**src/rtl/npc_pkg.sv**
```systemverilog
package npc_pkg;

    localparam int XLEN       = 32;
    localparam int OPC_W      = 6;
    localparam int OFF_W      = 16;
    localparam int JIDX_W     = 26;
    localparam int WORD_SHIFT = 2;
    localparam int REGION_W   = XLEN - JIDX_W - WORD_SHIFT;
    localparam int STEP_BYTES = 1 << WORD_SHIFT;

    localparam logic [OPC_W-1:0] OPC_JUMP = 6'd2;
    localparam logic [OPC_W-1:0] OPC_BEQ  = 6'd4;
    localparam logic [OPC_W-1:0] OPC_BNE  = 6'd5;

    typedef enum logic [1:0] {
        FLOW_SEQ  = 2'd0,
        FLOW_JUMP = 2'd1,
        FLOW_BEQ  = 2'd2,
        FLOW_BNE  = 2'd3
    } flow_e;

    typedef struct packed {
        flow_e              kind;
        logic [OFF_W-1:0]   offset;
        logic [JIDX_W-1:0]  jidx;
    } dec_t;

    typedef struct packed {
        logic [XLEN-1:0] seq;
        logic [XLEN-1:0] br;
        logic [XLEN-1:0] jmp;
    } targets_t;

    function automatic flow_e classify(input logic [OPC_W-1:0] opc);
        flow_e k;
        unique case (opc)
            OPC_JUMP: k = FLOW_JUMP;
            OPC_BEQ:  k = FLOW_BEQ;
            OPC_BNE:  k = FLOW_BNE;
            default:  k = FLOW_SEQ;
        endcase
        return k;
    endfunction

    function automatic logic [XLEN-1:0] scale_offset(input logic [OFF_W-1:0] off);
        logic [XLEN-WORD_SHIFT-1:0] ext;
        ext = {{(XLEN-WORD_SHIFT-OFF_W){off[OFF_W-1]}}, off};
        return {ext, {WORD_SHIFT{1'b0}}};
    endfunction

endpackage

```
**src/rtl/npc_decode.sv**
```systemverilog
module npc_decode
    import npc_pkg::*;
(
    input  logic [XLEN-1:0] instr_i,
    output dec_t            dec_o
);
    always_comb begin
        dec_o.kind   = classify(instr_i[XLEN-1 -: OPC_W]);
        dec_o.offset = instr_i[OFF_W-1:0];
        dec_o.jidx   = instr_i[JIDX_W-1:0];
    end
endmodule

```
**src/rtl/npc_targets.sv**
```systemverilog
module npc_targets
    import npc_pkg::*;
(
    input  logic [XLEN-1:0]   pc_i,
    input  logic [OFF_W-1:0]  offset_i,
    input  logic [JIDX_W-1:0] jidx_i,
    output targets_t          tgt_o
);
    logic [XLEN-1:0] inc;

    always_comb begin
        inc       = pc_i + XLEN'(STEP_BYTES);
        tgt_o.seq = inc;
        tgt_o.br  = inc + scale_offset(offset_i);
        tgt_o.jmp = {inc[XLEN-1 -: REGION_W], jidx_i, {WORD_SHIFT{1'b0}}};
    end
endmodule

```
**src/rtl/npc_select.sv**
```systemverilog
module npc_select
    import npc_pkg::*;
(
    input  flow_e           kind_i,
    input  logic            regs_eq_i,
    input  targets_t        tgt_i,
    output logic [XLEN-1:0] next_o,
    output logic            taken_o
);
    always_comb begin
        unique case (kind_i)
            FLOW_JUMP: taken_o = 1'b1;
            FLOW_BEQ:  taken_o = regs_eq_i;
            FLOW_BNE:  taken_o = ~regs_eq_i;
            default:   taken_o = 1'b0;
        endcase

        if (!taken_o)
            next_o = tgt_i.seq;
        else if (kind_i == FLOW_JUMP)
            next_o = tgt_i.jmp;
        else
            next_o = tgt_i.br;
    end
endmodule

```
**src/rtl/npc_unit.sv**
```systemverilog
module npc_unit
    import npc_pkg::*;
#(
    parameter logic [31:0] RESET_ADDR = 32'h0000_0000
) (
    input  logic        clk,
    input  logic        rst,
    input  logic        en,
    input  logic [31:0] instr_i,
    input  logic        regs_eq_i,
    output logic [31:0] pc_o,
    output logic [31:0] next_pc_o,
    output logic        taken_o
);
    logic [XLEN-1:0] pc_q;
    dec_t            dec;
    targets_t        tgt;

    npc_decode u_decode (
        .instr_i (instr_i),
        .dec_o   (dec)
    );

    npc_targets u_targets (
        .pc_i     (pc_q),
        .offset_i (dec.offset),
        .jidx_i   (dec.jidx),
        .tgt_o    (tgt)
    );

    npc_select u_select (
        .kind_i    (dec.kind),
        .regs_eq_i (regs_eq_i),
        .tgt_i     (tgt),
        .next_o    (next_pc_o),
        .taken_o   (taken_o)
    );

    always_ff @(posedge clk) begin
        if (rst)
            pc_q <= RESET_ADDR;
        else if (en)
            pc_q <= next_pc_o;
    end

    assign pc_o = pc_q;
endmodule

```
**config.mk**
```make
export PLATFORM = sky130hd
export DESIGN_NAME = npc_unit
export DESIGN_NICKNAME = d
export VERILOG_FILES = /design/src/rtl/npc_pkg.sv /design/src/rtl/npc_decode.sv /design/src/rtl/npc_targets.sv /design/src/rtl/npc_select.sv /design/src/rtl/npc_unit.sv
export SDC_FILE = /design/constraint.sdc
export NUM_CORES = 1
export LEC_CHECK = 0
export CAP_MARGIN = 20
export CORE_ASPECT_RATIO = 0.75
export CORE_MARGIN = 2
export CORE_UTILIZATION = 45
export DETAILED_ROUTE_END_ITERATION = 7
export DONT_BUFFER_PORTS = 1
export PLACE_DENSITY = 0.72
export SYNTH_ARGS = -nofsm -noshare
export SYNTH_HDL_FRONTEND = slang
export SYNTH_SLANG_ARGS = --single-unit
```
**constraint.sdc**
```tcl
create_clock -name clk -period 4.4 [get_ports clk]
set_input_delay 0.66 -clock clk [delete_from_list [all_inputs] [get_ports clk]]
set_output_delay 0.66 -clock clk [all_outputs]
set_load 0.02 [all_outputs]
```
==> run_results.csv, run 1 <==
group,metric,value,unit
worst_setup_path,critPathLaunch,"pc_o[5]$_SDFFE_PP0P_",
place,pre_cts_ws,0.0788,ns
worst_setup_path,crit_path_max_fanout,6,
timing,final_hold_viol_count,0,
synth,synth_ff_type,"dfxtp_1",
place,place_area,4350,µm²
grt,grt_max_degree,42,
min_path,hold_path_end,"pc_o[8]$_SDFFE_PP0P_",
clock_tree,cts_made_buffers,5,
detailed_routing,ant_nets,0,
detailed_routing,drtPass1Iterations,8,
final_layout,nFillCells,773,
place,gp_congestion,1.00,
synth,async_reset_ff_share,0,%
status,status,"finished clean",
final_layout,antenna_cells,0,
timing,fin_crit_sh,98.8,%
timing,setup-tns-final,0,ns
min_path,hold_path_class,"input pin to flip-flop",
grt,grt_pass1_vias,4017,
final_layout,final_cell_mix,"nand2_1, buf_4, nor2_1",
synth,yosys_warnings,0,
grt,antenna_found_initial,0,
worst_setup_path,reg2regPathDepth,13,
synth,synth_top_cell_by_area,"dfxtp_1",
power,pwr-share-clk,33.0,%
power,switching_share,36.4,%
place,dpl.hpwl,9.96,mm
final_layout,largest_reg_flops,32,
detailed_routing,vias_per_cell,6.40,
clock_tree,cts_tree,"built",
worst_setup_path,path_class,"flip-flop to output port",
timing,worst_slew_pin_slew,0.851,ns
synth,synth_edf_count,0,
min_path,hold_depth,1,
synth,ys_seq_area_share,16.2,%
clock_tree,cts_root_buf,"clkbuf_16",
synth,ys_top_cells_by_area,"dfxtp_1, ha_1, xnor2_1, nand2_1, nor2_1",
timing,rsz0062_at_grt,"true",
timing,min_period,4.35,ns
timing,setup_viol,0,
synth,netlist_area,3960,µm²
power,internal-power,0.693,mW
power,p_seq_share,29.1,%
synth,synth_cell_types,61,
timing,finalMaxSlewViolations,0,
detailed_routing,routed_wl,13.8,mm
floorplan,die_w,112,µm
synth,synth-seq-cells,32,
worst_setup_path,cp-start-kind,"flip-flop",
worst_setup_path,slowest_stage,"or3_4",
floorplan,dieHeight,85.2,µm
final_layout,fin_nets,655,
final_layout,area_growth,21.8,%
floorplan,start_util,46.6,%
synth,synth_top_area_share,16.2,%
power,power.switching,0.397,mW
flow_run,drv_cap,0,
power,combPwrFrac,37.9,%
clock_tree,clkTransAtPathRegs,0.05,ns
detailed_routing,remaining_drc_errors,0,
worst_setup_path,cp_num_buf_inv,1,
place,port_buffers,0,
floorplan,num_io_pins,101,
floorplan,die_area,9570,µm²
synth,avgSynthCellArea,7.33,µm²
timing,slew_headroom,43.1,%
timing,fin_ws,0.0537,ns
power,max-vdd-ir-drop,0.202,mV
timing,fmax,0.230,GHz
worst_setup_path,cp_cell_sequence,"and4_4, nand2_2, or3_4, nor2_2, xor2_1, ha_1, a21o_1, a221o_1, o21ai_2, nand2_1, o21ai_2, mux2i_2, xor2_1, buf_4",
worst_setup_path,crit_path_end_kind,"output port",
power,leakage,2.14,nW
synth,syn_inst,540,
worst_setup_path,cpPeakStageDelay,0.42,ns
detailed_routing,vias,4415,
floorplan,num_rows,29,
final_layout,final_area,4820,µm²
floorplan,coreArea,8490,µm²
min_path,min_from,"rst",
worst_setup_path,reg2reg_slack,0.78,ns
clock_tree,clock_path_buffers,2,
synth,synth_fp_nets,614,
timing,fin_skew,0.00426,ns
worst_setup_path,arrival,3.69,ns
worst_setup_path,crit_family,"simple AND/OR/NAND/NOR gates",
clock_tree,ctsHtreeMaxLevel,2,
worst_setup_path,rr_startpoint,"pc_o[3]$_SDFFE_PP0P_",
grt,grt_overflow_total,0,
detailed_routing,routedWlPerCell,20.0,µm
worst_setup_path,crit_required,3.74,ns
grt,grt_use_total,27.1,%
detailed_routing,drt_iter0_markers,489,
clock_tree,hold_buffers,0,
clock_tree,clk_latency,0.28,ns
grt,grt_pass1_wl,21.1,mm
final_layout,drive_gt1_share,20.4,%
power,p_per_area,226,nW/µm²
final_layout,final_common_cell,"nand2_1",
clock_tree,clock_sinks,32,
worst_setup_path,timing.rr.end,"pc_o[25]$_SDFFE_PP0P_",
==> cell families after synthesis <==
group	synth area share [%]
simple gates	26.3
mux	2.53
flops	16.2
buf+inv	4.49
xor+xnor	11.9
fa+ha+maj	12.2
compound gates	26.4
==> worst register-to-register path, stage by stage, from the launching register on <==
cell and delay (ns):
dfxtp_1 0.40, ha_2 0.24, buf_4 0.14, nand4_1 0.14, xnor2_1 0.18, ha_1 0.38, nand2_1 0.11, o211ai_1 0.26
o211ai_1 0.28, a21boi_4 0.30, a41oi_2 0.18, or3_1 0.39, a31o_1 0.32, o21a_1 0.20
==> worst max path at each step <==
stage / endpoint / cells after the start / slack, ns
global placement: next_pc_o[31] / 15 / 0.20
finish: next_pc_o[31] / 14 / 0.05
floorplan: next_pc_o[31] / 16 / 0.07
global route: next_pc_o[31] / 14 / -0.10
CTS: next_pc_o[26] / 13 / -0.02
detailed placement: next_pc_o[31] / 15 / 0.08
==> power groups by stage <==
stage / combinational, mW / clock [mW] / sequential [mW]
CTS: 0.376 / 0.368 / 0.316
global route: 0.444 / 0.378 / 0.319
floorplan: 0.268 / 0 / 0.343
global placement: 0.362 / 0 / 0.321
finish: 0.413 / 0.359 / 0.317
detailed placement: 0.371 / 0 / 0.321
==> synth_stat cells (all sizes together) (5+ instances only) <==
cell type and count:
nand3 27, nor2 59, xnor2 32, ha 37, a311oi 8, and3 7
or3 7, o21a 7, a21o 11, a221o 5, buf 8, nand2 72
o221ai 6, mux2i 10, a22oi 10, inv 21, clkbuf 16, o21ai 20
nor3 11, nand4 8, xor2 21, o211ai 8, and4 7, and2 7
a21oi 37, dfxtp 32
==> what timing repair did <==
action / CTS / global route
gates cloned: 0 / 0
setup buffers: 1 / 11
setup endpoints to repair: 5 / 7
pin swaps: 2 / 21
resized for setup: 9 / 45
==> metrics by stage <==
stage	instances	total power, mW	hold slack, ns	util (%)
final	690	1.09	0.439	56.8
after global routing	690	1.14	0.434	56.8
after CTS	679	1.06	0.431	53.4
after detailed placement	670	0.693	0.578	51.2
after global placement	670	0.684	0.572	51.2
after floorplan	540	0.611	0.561	-
==> per-layer routing <==
| layer | track usage, % | wire (µm) | up-vias |
|---|---|---|---|
| met3 | 10.7 | 1840 | 40 |
| li1 | - | - | 2045 |
| met5 | 0 | 0 | - |
| met1 | 37.5 | 5870 | 2044 |
| met2 | 40.6 | 5850 | 286 |
| met4 | 4.43 | 228 | 0 |
==> cell type report <==
type                    count  area [µm²]  share of cell area, %
multi-input cells         463        3390                   70.2
flip-flops and latches     32         642                   13.3
repair buffers             58         435                   9.03
clock buffers               8         146                   3.04
well taps                 108         135                   2.80
inverters                  21        78.8                   1.63
No activity file was read; power rests on OpenSTA's default activity.
==> run 2, diff against run 1 <==
- REMOVE_ABC_BUFFERS: not set -> 1
==> run 2 against run 1 <==
Net effect:
- first-iteration DRC count is 14% lower
- register-to-register slack better by 0.10 ns
- cell area fell by 1.5%
- fmax shrank 0.12%
- sequential cell count is the same
- critical endpoint unchanged
==> run_results.csv, run 2 (synthesized netlist as in run 1, its figures left out) <==
group,metric,value,unit
floorplan,die_w,112,µm
timing,worst_slew_pin_slew,0.779,ns
grt,grt_pass1_wl,22.0,mm
clock_tree,clock_path_buffers,2,
worst_setup_path,rr_startpoint,"pc_o[3]$_SDFFE_PP0P_",
floorplan,num_rows,29,
detailed_routing,ant_nets,0,
min_path,hold_path_end,"pc_o[24]$_SDFFE_PP0P_",
clock_tree,clk_latency,0.29,ns
detailed_routing,highest_layer,"met4",
timing,fin_ws,0.0484,ns
final_layout,fin_util,56.0,%
final_layout,drive_gt1_share,19.4,%
place,dpl.hpwl,10.2,mm
floorplan,start_util,46.6,%
worst_setup_path,reg2regPathDepth,13,
clock_tree,cts_made_buffers,5,
timing,slew_headroom,48.0,%
timing,fin_skew,0.00833,ns
detailed_routing,wl_met2,6.06,mm
power,max-vdd-ir-drop,0.157,mV
final_layout,final_cell_mix,"nand2_1, nor2_1, buf_4",
detailed_routing,wl_met3,1.49,mm
timing,finalMaxSlewViolations,0,
final_layout,final_common_cell,"nand2_1",
final_layout,largest_reg_flops,32,
worst_setup_path,arrival,3.69,ns
detailed_routing,routedWlPerCell,20.5,µm
timing,fin_crit_sh,98.9,%
worst_setup_path,crit_required,3.74,ns
worst_setup_path,cp-start-kind,"flip-flop",
timing,setup-tns-final,0,ns
clock_tree,hold_buffers,0,
floorplan,dieHeight,85.2,µm
worst_setup_path,timing.rr.end,"pc_o[25]$_SDFFE_PP0P_",
grt,grt_pass1_vias,4161,
place,pre_cts_ws,0.0713,ns
grt,grt_max_degree,42,
power,p_per_area,245,nW/µm²
min_path,hold_depth,1,
worst_setup_path,path_class,"flip-flop to output port",
place,gp_congestion,0.965,
min_path,min_from,"rst",
clock_tree,cts_root_buf,"clkbuf_16",
final_layout,fin_nets,646,
timing,final_hold_viol_count,0,
floorplan,die_area,9570,µm²
timing,rsz0062_at_grt,"true",
clock_tree,clock_sinks,32,
detailed_routing,routed_wl,13.9,mm
timing,setup_viol,0,
timing,fmax,0.230,GHz
worst_setup_path,reg2reg_slack,0.88,ns
final_layout,area_growth,20.0,%
final_layout,antenna_cells,0,
grt,grt_use_total,28.5,%
min_path,hold_path_class,"input pin to flip-flop",
place,port_buffers,0,
clock_tree,clkTransAtPathRegs,0.06,ns
worst_setup_path,crit_path_end_kind,"output port",
clock_tree,cts_tree,"built",
detailed_routing,vias_per_cell,6.39,
grt,grt_overflow_total,0,
clock_tree,ctsHtreeMaxLevel,2,
detailed_routing,wl_met1,6.18,mm
detailed_routing,remaining_drc_errors,0,
floorplan,coreArea,8490,µm²
power,leakage,2.11,nW
flow_run,drv_cap,0,
grt,antenna_found_initial,0,
worst_setup_path,crit_path_max_fanout,7,
timing,min_period,4.35,ns
detailed_routing,drt_iter0_markers,419,
detailed_routing,vias,4349,
floorplan,num_io_pins,101,
status,status,"finished clean",
detailed_routing,drtPass1Iterations,5,
-- run 2: cell types whose count changed in the layout (fill, tap and decap cells not counted), sizes merged --
cell / previous run / this run
buf: 58 / 49
bufinv: 0 / 1
clkbuf: 8 / 7
-- run 2: worst max-delay path by stage --
stage / start / to / cells after the start
floorplan: instr_i[29] / next_pc_o[31] / 6
global placement: pc_o[3]$_SDFFE_PP0P_ / next_pc_o[31] / 15
detailed placement: pc_o[3]$_SDFFE_PP0P_ / next_pc_o[31] / 15
CTS: pc_o[5]$_SDFFE_PP0P_ / next_pc_o[26] / 13
global route: pc_o[19]$_SDFFE_PP0P_ / next_pc_o[31] / 15
finish: pc_o[8]$_SDFFE_PP0P_ / next_pc_o[31] / 15
-- run 2: layout make-up --
type                            count  area (µm²)
Fill cell                         786        3740
Tap cell                          108         135
Sequential cell                    32         646
Timing Repair Buffer               49         368
Clock inverter                      1        30.0
Multi-Input combinational cell    463        3340
Clock buffer                        7         153
Inverter                           21        78.8
-- run 2: where the power goes --
group	internal (mW)	switching [mW]
logic	0.156	0.250
registers	0.304	0.0141
clock network	0.298	0.144
total	0.758	0.408
-- run 2: per-stage QoR --
step | cells | power (mW) | hold WS [ns] | instance area [µm²]
2_1_floorplan | 516 | 0.600 | 0.561 | 3860
3_3_place_gp | 668 | 0.690 | 0.574 | 4340
3_5_place_dp | 668 | 0.697 | 0.576 | 4340
4_1_cts | 679 | 1.14 | 0.432 | 4580
5_1_grt | 681 | 1.22 | 0.426 | 4750
6_report | 681 | 1.17 | 0.434 | 4750
-- run 2: what timing repair did --
item / 4_1_cts / 5_1_grt
setup endpoints to repair: 6 / 8
buffers inserted: 3 / 2
pin swaps: 2 / 6
resized for setup: 13 / 38
cloned: 0 / 0
-- run 2: routing by layer --
layer,vias up,track usage [%]
met2,250,43.3
met4,0,7.10
met5,-,0
met1,2029,40.1
li1,2038,-
met3,32,8.07
-- run 2: critical path, stage by stage (launching register included) --
cell and delay [ns]:
dfxtp_1 0.37, and4_4 0.27, nand2_4 0.10, or3_4 0.44
nor3_4 0.15, xnor2_2 0.14, inv_1 0.07, ha_1 0.30
and3_1 0.17, a221o_1 0.35, o21ai_2 0.18, nand2_1 0.08
o21ai_2 0.14, mux2i_2 0.28, xor2_1 0.19, buf_4 0.17
==> run 3, diff against run 2 <==
- CORE_UTILIZATION: 45 -> 54
- PLACE_DENSITY: 0.72 -> 0.81
==> run 3 against run 2 <==
Net effect:
- clock power shrank 26%
- cell area down 0.76%
- critical path depth stayed put
- worst hold slack worse by 0.020 ns
==> run_results.csv, run 3 (synthesized netlist as in run 1, its figures left out) <==
group,metric,value,unit
min_path,hold_path_class,"input pin to flip-flop",
final_layout,final_cell_mix,"nand2_1, nor2_1, buf_4",
worst_setup_path,reg2regPathDepth,14,
timing,final_hold_viol_count,0,
power,power.switching,0.387,mW
timing,min_period,4.34,ns
floorplan,num_rows,26,
power,power,1.05,mW
worst_setup_path,path_class,"flip-flop to output port",
place,port_buffers,0,
grt,grt_overflow_total,0,
detailed_routing,remaining_drc_errors,0,
power,switching_share,36.9,%
detailed_routing,vias,4348,
timing,setup_viol,0,
final_layout,nFillCells,582,
worst_setup_path,crit_path_max_fanout,8,
power,combPwrFrac,38.5,%
floorplan,die_w,103,µm
place,pre_cts_ws,0.139,ns
grt,grt_use_total,32.4,%
worst_setup_path,reg2reg_slack,0.76,ns
place,gp_congestion,0.980,
clock_tree,clock_sinks,32,
timing,rsz0062_at_grt,"true",
detailed_routing,drt_iter0_markers,297,
min_path,hold_depth,1,
final_layout,area_growth,19.1,%
final_layout,largest_reg_flops,32,
power,p_seq_share,30.4,%
power,pwr-share-clk,31.1,%
clock_tree,cts_tree,"built",
detailed_routing,ant_nets,0,
timing,fin_ws,0.0598,ns
final_layout,final_common_cell,"nand2_1",
grt,grt_pass1_vias,4099,
floorplan,start_util,56.9,%
timing,fin_crit_sh,98.6,%
final_layout,final_area,4710,µm²
power,internal-power,0.663,mW
clock_tree,ctsHtreeMaxLevel,2,
worst_setup_path,crit_required,3.74,ns
grt,antenna_found_initial,0,
clock_tree,clk_latency,0.30,ns
worst_setup_path,arrival,3.68,ns
timing,setup-tns-final,0,ns
detailed_routing,routedWlPerCell,20.0,µm
grt,grt_pass1_wl,20.6,mm
final_layout,fin_util,67.7,%
clock_tree,cts_root_buf,"clkbuf_8",
detailed_routing,drtPass1Iterations,5,
floorplan,die_area,8040,µm²
power,max-vdd-ir-drop,0.123,mV
timing,fin_skew,0.0167,ns
timing,fmax,0.230,GHz
final_layout,drive_gt1_share,19.7,%
timing,worst_slew_pin_slew,0.707,ns
detailed_routing,vias_per_cell,6.48,
clock_tree,clock_path_buffers,2,
power,p_per_area,223,nW/µm²
timing,slew_headroom,52.8,%
grt,grt_max_degree,42,
floorplan,num_io_pins,101,
final_layout,fin_nets,646,
timing,finalMaxSlewViolations,0,
final_layout,seq_area,643,µm²
place,place_area,4310,µm²
worst_setup_path,cp-start-kind,"flip-flop",
place,dpl.hpwl,10.1,mm
final_layout,antenna_cells,0,
final_layout,multiInputGateArea,3380,µm²
worst_setup_path,crit_path_end_kind,"output port",
detailed_routing,routed_wl,13.4,mm
floorplan,coreArea,6960,µm²
power,leakage,2.08,nW
status,status,"finished clean",
flow_run,drv_cap,0,
clock_tree,clkTransAtPathRegs,0.09,ns
clock_tree,cts_made_buffers,5,
floorplan,dieHeight,78.2,µm
-- run 3: cell counts in the layout (fill, tap and decap cells not counted) --
No cell type changed its count.
-- run 3: worst max-delay path: stages, from the launching register on --
cell and delay [ns]:
dfxtp_1 0.36, and4_4 0.28, nand3_4 0.11, buf_4 0.17, nor2_1 0.12, xor2_1 0.33, ha_4 0.24, and4_4 0.23
nand3_1 0.10, o221a_4 0.30, o21ai_1 0.40, o221ai_2 0.17, xnor2_1 0.23, nor2_1 0.07, nor2_1 0.12, buf_4 0.15
-- run 3: timing repair --
action / CTS / global route
endpoints found under the hold margin: 0 / 0
gates resized for setup: 14 / 41
hold buffers: 0 / 0
buffers inserted: 2 / 5
endpoints found under the setup margin: 6 / 9
pin swaps: 5 / 10
-- run 3: path summary, 6_finish.rpt --
| path | from | end |
|---|---|---|
| worst max-delay path | pc_o[4]$_SDFFE_PP0P_ | next_pc_o[30] |
| worst min-delay path | rst | pc_o[3]$_SDFFE_PP0P_ |
| worst max register to register | pc_o[4]$_SDFFE_PP0P_ | pc_o[26]$_SDFFE_PP0P_ |
| worst min register to register | pc_o[0]$_SDFFE_PP0P_ | pc_o[0]$_SDFFE_PP0P_ |
-- run 3: area by class of cell --
class / instances / area share [%]
Sequential cell: 32 / 13.6
Tap cell: 98 / 2.60
Multi-Input combinational cell: 463 / 71.6
Timing Repair Buffer: 49 / 7.80
Clock inverter: 1 / 0.637
Clock buffer: 7 / 2.04
Inverter: 21 / 1.67
-- run 3: layer usage --
layer  vias to the layer above  routed length, µm  global-route usage (%)
li1                       2022                  -                       -
met1                      2030               5860                    44.2
met2                       262               5720                    51.1
met3                        34               1470                    7.66
met4                         0                336                    8.42
met5                         -                  0                       0
-- run 3: metrics by stage --
stage	cells	hold slack (ns)
final	671	0.414
after global routing	671	0.412
after CTS	666	0.418
after detailed placement	656	0.584
after global placement	656	0.574
after floorplan	516	0.561
-- run 3: power groups by stage --
| stage | clock network (mW) | registers [mW] | logic [mW] |
|---|---|---|---|
| 2_1_floorplan | 0 | 0.343 | 0.257 |
| 3_3_place_gp | 0 | 0.322 | 0.362 |
| 3_5_place_dp | 0 | 0.324 | 0.367 |
| 4_1_cts | 0.323 | 0.317 | 0.376 |
| 5_1_grt | 0.337 | 0.320 | 0.435 |
| 6_report | 0.326 | 0.319 | 0.405 |
